==> config.mk <==
export PLATFORM = sky130hd
export DESIGN_NAME = corr_predictor
export DESIGN_NICKNAME = d
export VERILOG_FILES = /design/src/rtl/corr_pred_pkg.sv /design/src/rtl/corr_ghist.sv /design/src/rtl/corr_ctr_update.sv /design/src/rtl/corr_ctr_table.sv /design/src/rtl/corr_predictor.sv
export SDC_FILE = /design/constraint.sdc
export NUM_CORES = 1
export LEC_CHECK = 0
export ABC_AREA = 1
export BUFFER_PORTS_ARGS = -buffer_cell sky130_fd_sc_hd__buf_2
export CAP_MARGIN = 0
export CORE_MARGIN = 5
export CORE_UTILIZATION = 27
export DETAILED_ROUTE_END_ITERATION = 6
export HOLD_SLACK_MARGIN = 0.08
export PLACE_DENSITY = 0.51
export SLEW_MARGIN = 30
export SYNTH_ARGS = -nofsm -noshare
export SYNTH_HDL_FRONTEND = slang
export SYNTH_SLANG_ARGS = --single-unit
export TNS_END_PERCENT = 50
==> constraint.sdc <==
create_clock -name clk -period 3.33 [get_ports clk]
set_input_delay 0.999 -clock clk [delete_from_list [all_inputs] [get_ports clk]]
set_output_delay 0.999 -clock clk [all_outputs]
set_load 0.005 [all_outputs]
==> src/rtl/corr_pred_pkg.sv <==
package corr_pred_pkg;

    localparam int DEF_PC_W      = 32;
    localparam int DEF_ROW_LSB   = 2;
    localparam int DEF_ROW_BITS  = 4;
    localparam int DEF_HIST_BITS = 2;
    localparam int DEF_CTR_BITS  = 2;

    typedef enum logic {
        DIR_NOT_TAKEN = 1'b0,
        DIR_TAKEN     = 1'b1
    } dir_e;

    // Reset value of a counter: just below the taken threshold.
    function automatic int weak_nt_value(input int bits);
        return (1 << (bits - 1)) - 1;
    endfunction

endpackage

==> src/rtl/corr_ghist.sv <==
module corr_ghist #(
    parameter int HIST_BITS = 2
) (
    input  logic                 clk,
    input  logic                 rst,
    input  logic                 shift_en,
    input  logic                 shift_bit,
    output logic [HIST_BITS-1:0] hist
);

    logic [HIST_BITS-1:0] hist_q;
    logic [HIST_BITS-1:0] hist_shifted;

    generate
        if (HIST_BITS == 1) begin : g_one
            assign hist_shifted = shift_bit;
        end else begin : g_many
            assign hist_shifted = {hist_q[HIST_BITS-2:0], shift_bit};
        end
    endgenerate

    always_ff @(posedge clk) begin
        if (rst) begin
            hist_q <= '0;
        end else if (shift_en) begin
            hist_q <= hist_shifted;
        end
    end

    assign hist = hist_q;

endmodule

==> src/rtl/corr_ctr_update.sv <==
module corr_ctr_update
    import corr_pred_pkg::*;
#(
    parameter int CTR_BITS = 2
) (
    input  logic [CTR_BITS-1:0] cur,
    input  dir_e                outcome,
    output logic [CTR_BITS-1:0] nxt
);

    localparam logic [CTR_BITS-1:0] CTR_MAX = '1;
    localparam logic [CTR_BITS-1:0] CTR_MIN = '0;

    always_comb begin
        nxt = cur;
        if (outcome == DIR_TAKEN) begin
            if (cur != CTR_MAX) nxt = cur + 1'b1;
        end else begin
            if (cur != CTR_MIN) nxt = cur - 1'b1;
        end
    end

endmodule

==> src/rtl/corr_ctr_table.sv <==
module corr_ctr_table
    import corr_pred_pkg::*;
#(
    parameter int IDX_W    = 6,
    parameter int CTR_BITS = 2
) (
    input  logic                clk,
    input  logic                rst,
    input  logic [IDX_W-1:0]    rd_idx,
    output logic [CTR_BITS-1:0] rd_data,
    input  logic                wr_en,
    input  logic [IDX_W-1:0]    wr_idx,
    output logic [CTR_BITS-1:0] wr_old,
    input  logic [CTR_BITS-1:0] wr_data
);

    localparam int ENTRIES = 1 << IDX_W;
    localparam logic [CTR_BITS-1:0] RESET_VAL = CTR_BITS'(weak_nt_value(CTR_BITS));

    logic [CTR_BITS-1:0] mem [ENTRIES];

    always_ff @(posedge clk) begin
        if (rst) begin
            for (int i = 0; i < ENTRIES; i++) mem[i] <= RESET_VAL;
        end else if (wr_en) begin
            mem[wr_idx] <= wr_data;
        end
    end

    assign rd_data = mem[rd_idx];
    assign wr_old  = mem[wr_idx];

    // a training write moves the counter by at most one step.
    assert_single_step_R6: assert property (@(posedge clk) disable iff (rst)
        wr_en |-> ((int'(wr_data) - int'(wr_old)) <= 1 &&
                   (int'(wr_old) - int'(wr_data)) <= 1));

    // the written value lands in the addressed entry.
    assert_write_lands_R5: assert property (@(posedge clk) disable iff (rst)
        wr_en |=> (mem[$past(wr_idx)] == $past(wr_data)));

endmodule

==> src/rtl/corr_predictor.sv <==
module corr_predictor
    import corr_pred_pkg::*;
#(
    parameter int PC_W      = DEF_PC_W,
    parameter int ROW_LSB   = DEF_ROW_LSB,
    parameter int ROW_BITS  = DEF_ROW_BITS,
    parameter int HIST_BITS = DEF_HIST_BITS,
    parameter int CTR_BITS  = DEF_CTR_BITS
) (
    input  logic                 clk,
    input  logic                 rst,
    input  logic [PC_W-1:0]      pred_pc,
    output logic                 pred_taken,
    output logic [HIST_BITS-1:0] pred_hist,
    input  logic                 res_valid,
    input  logic [PC_W-1:0]      res_pc,
    input  logic [HIST_BITS-1:0] res_hist,
    input  logic                 res_taken
);

    localparam int IDX_W = ROW_BITS + HIST_BITS;

    logic [HIST_BITS-1:0] ghist;
    logic [ROW_BITS-1:0]  pred_row;
    logic [ROW_BITS-1:0]  res_row;
    logic [IDX_W-1:0]     rd_idx;
    logic [IDX_W-1:0]     wr_idx;
    logic [CTR_BITS-1:0]  rd_ctr;
    logic [CTR_BITS-1:0]  old_ctr;
    logic [CTR_BITS-1:0]  new_ctr;
    dir_e                 outcome;
    logic                 unused_pc_bits;

    assign pred_row = pred_pc[ROW_LSB +: ROW_BITS];
    assign res_row  = res_pc[ROW_LSB +: ROW_BITS];
    assign rd_idx   = {pred_row, ghist};
    assign wr_idx   = {res_row, res_hist};
    assign outcome  = res_taken ? DIR_TAKEN : DIR_NOT_TAKEN;
    assign unused_pc_bits = ^pred_pc ^ ^res_pc;

    corr_ghist #(.HIST_BITS(HIST_BITS)) u_ghist (
        .clk       (clk),
        .rst       (rst),
        .shift_en  (res_valid),
        .shift_bit (res_taken),
        .hist      (ghist)
    );

    corr_ctr_table #(.IDX_W(IDX_W), .CTR_BITS(CTR_BITS)) u_table (
        .clk     (clk),
        .rst     (rst),
        .rd_idx  (rd_idx),
        .rd_data (rd_ctr),
        .wr_en   (res_valid),
        .wr_idx  (wr_idx),
        .wr_old  (old_ctr),
        .wr_data (new_ctr)
    );

    corr_ctr_update #(.CTR_BITS(CTR_BITS)) u_update (
        .cur     (old_ctr),
        .outcome (outcome),
        .nxt     (new_ctr)
    );

    assign pred_taken = rd_ctr[CTR_BITS-1];
    assign pred_hist  = ghist;

    // history is clear in the cycle after reset.
    assert_reset_clear_R1: assert property (@(posedge clk)
        rst |=> (pred_hist == '0));

    // the newest outcome appears at bit 0 after a resolve.
    assert_newest_bit_R4: assert property (@(posedge clk) disable iff (rst)
        res_valid |=> (pred_hist[0] == $past(res_taken)));

    // an idle cycle leaves the history untouched.
    assert_idle_hold_R9: assert property (@(posedge clk) disable iff (rst)
        !res_valid |=> $stable(pred_hist));

    generate
        if (HIST_BITS > 1) begin : g_age_chk
            // older bits move up one place.
            assert_age_shift_R4: assert property (@(posedge clk) disable iff (rst)
                res_valid |=> (pred_hist[HIST_BITS-1:1] == $past(pred_hist[HIST_BITS-2:0])));
        end
    endgenerate

endmodule

==> metrics.md <==
| Metric | Value |
|---|---|
| Slew margin rel. | 58.1% |
| Syn_nets | 1091 |
| CTS Buf Count | 17 |
| Gr usage total | 15.4% |
| Postcts setup bufs | 0 |
| CP Class | register to output port |
| Final Net Count | 1106 |
| Endpoints failing hold | 0 |
| Clock skew | 15.3 ps |
| Via density | 4.67 |
| Share of the synthesized area in the top cell type | 50.7% |
| Peak supply drop | 0.000337 V |
| Share of cells above drive strength 1 | 9.15% |
| Worst path top cell family by delay | compound AO/OA/AOI/OAI gates |
| Area grow syn2layout | 17.2% |
| Post-layout worst setup margin | 103 ps |
| Most frequent cells after synthesis | nand2_1 (359), nor2_1 (178), edfxtp_1 (128) |
| CP max FO | 41 |
| Max Root-Sink Buffers | 2 |
| Buf/Inv on CP | 2 |
| Largest area contributor in the netlist | edfxtp_1 |
| Worst hold start | u_ghist.hist[1] |
| Final setup viols | 0 |
| Clock transition at path regs | 60 ps |
| Skew-Pair Late Insertion Delay | 420 ps |
| Minimum clock period | 3230 ps |
| CP Cell Sequence | buf_12 -> a21oi_1 -> o21ai_0 -> o21ai_0 -> o211ai_1 -> nand3_1 -> nand3b_1 -> nand2_1 -> buf_2 |
| Asr flop ratio synth | 0% |
| CTS tree | done |
| Worst EP required | 2330 ps |
| Initial Util | 27.3% |
| Post-DP HPWL | 15.4 mm |
| Pleak | 3.47 nW |
| Flop and latch count out of synthesis | 130 |
| Fill count | 2993 |
| CTS sink cnt | 130 |
| Crit path DAT | 2230 ps |
| Row count | 61 |
| Post-synthesis cell area | 0.00758 mm² |
| Port Buffer Count | 16 |
| Status | finished clean |
| Slowest stage cell, crit path | dfxtp_1 |
| Most used cell along the critical path | o21ai_0 |
| Pin count of the biggest net entering global routing | 42 |
| Worst-margin pin slew | 626 ps |
| Drt wl/cell | 16.5 µm |
| Synth Warn # | 0 |
| N_diodes | 0 |
| H-tree levels | 4 |
| Post-synthesis sequential area ratio | 51.2% |
| Critical Path Max Stage Delay | 420 ps |
| Ports | 73 |
| Pre-Repair DR Iteration Count | 5 |
| RSZ-0062 raised after global routing | no |
| First-pass GRT wire length | 36.8 mm |
| Number of global-route vias before repair | 6446 |
| Die ar. | 0.0315 mm² |
| Max_cap viols | 0 |
| RR Startpoint | u_table.mem[23][1] |
| Die Span Y | 178 µm |
| Most used flip-flop cell after synthesis | edfxtp_1 |
| Gpl congestion | 0.848 |
| Initial antenna violation count | 0 |
| DRT antenna net count | 0 |
| Most common cell in the netlist | nand2_1 |
| Mean post-synth cell area | 7.43 µm² |
| P per Cell Area | 490 mW/mm² |
| Critical Path Start | u_ghist.hist[0] |
| Final Cycle Share | 96.9% |
| CP Launch Type | register |
| Cells after Synth | 1021 |
| Grt ovf | 0 |
| Clock Root Buffer | clkbuf_16 |
| Placeable Area | 0.0278 mm² |
| Class of the worst hold path | register to register |
| Setup TNS | 0 ps |
| Synth unique cells | 25 |
| Top post-synthesis cells by area | edfxtp_1 (51%), nand2_1 (18%), nor2_1 (8.8%) |
| Post-synth EDFFs | 128 |
| WL final | 23.6 mm |
| Slew Viols, Final | 0 |
| Die span in x | 178 µm |
| # DRC | 0 |
| Via count | 6664 |
| Place WS | 49.7 ps |
| 1st-iter DRT viols | 455 |
| Achievable Freq | 310 MHz |
| Crit. End Element | output port |
-- timing repair --
item / 4_1_cts / 5_1_grt
resized for setup: 0 / 4
endpoints found under the setup margin: 0 / 1
hold buffers: 0 / 0
-- flip-flops by register name, indices dropped and copies added, names as in the netlist --
| signal | cells |
|---|---|
| u_table.mem | 128 |
| u_ghist.hist | 2 |
-- power breakdown --
| part | switching (mW) | leakage (nW) | internal (mW) |
|---|---|---|---|
| logic | 0.429 | 2.02 | 0.181 |
| clock network | 0.725 | 0.277 | 1.17 |
| registers | 0.0191 | 1.17 | 1.83 |
-- kinds of logic (layout without fill, tap and decap cells) --
group	after synthesis	after routing	share of synthesized area [%]
simple gates	642	642	33.8
buf+inv	172	200	9.18
flops	130	130	51.2
compound gates	77	77	5.84
-- per-stage QoR --
stage	total power, mW	cell area [µm²]	instances	util (%)	hold WS (ps)
floorplan	2.24	7580	1021	-	826
global placement	2.50	8280	1395	29.8	777
detailed placement	2.50	8280	1395	29.8	777
CTS	4.38	8880	1427	31.9	771
global route	4.53	8880	1427	32.0	793
finish	4.36	8880	1427	32.0	777
-- placed cells by master, fill, tap and decap left out --
cell type,n
a21oi_1,10
buf_12,10
buf_2,15
buf_4,29
bufinv_16,3
clkbuf_16,17
clkbuf_4,1
clkinv_1,3
clkinv_2,2
clkinv_4,3
clkinvlp_4,5
dfxtp_1,2
edfxtp_1,128
inv_1,109
inv_2,2
inv_4,1
nand2_1,358
nand2_2,3
nand3_1,89
nand3b_1,2
nand4_1,1
nor2_1,178
nor2_2,1
nor3_1,4
o211ai_1,15
o21ai_0,39
o21ai_1,5
o221ai_1,4
o22ai_1,4
or2_1,2
or2_2,4
-- worst reg2reg max path: cells and delay by family, from the launching register on --
family	cells	cell delay [ps]
simple gates	8	920
buf+inv	1	430
flops	1	380
compound gates	1	220
-- worst paths after layout --
check | to | slack, ps | cells past startpoint
max | pred_taken | 100 | 9
min | u_ghist.hist[1] | 780 | 3
max reg2reg | u_table.mem[43][0] | 1120 | 10
min reg2reg | u_ghist.hist[1] | 780 | 3
-- routing by layer --
layer / wire [µm] / vias up / part of all wire [%] / global-route usage [%]
met4: 490 / 0 / 2.1 / 5.25
li1: - / 3284 / - / -
met2: 11400 / 177 / 48 / 25.6
met3: 1160 / 35 / 4.9 / 2.68
met1: 10500 / 3168 / 45 / 20.3
met5: 0 / - / 0 / 0
-- final cells by class --
type                            count  area [µm²]  area share (%)
Sequential cell                   130        3880            43.7
Multi-Input combinational cell    719        3000            33.8
Timing Repair Buffer               55         500            5.63
Tap cell                          378         473            5.32
Inverter                          113         430            4.84
Clock buffer                       17         425            4.79
Clock inverter                     15         168            1.89
Power figures use the tool's default switching activity.
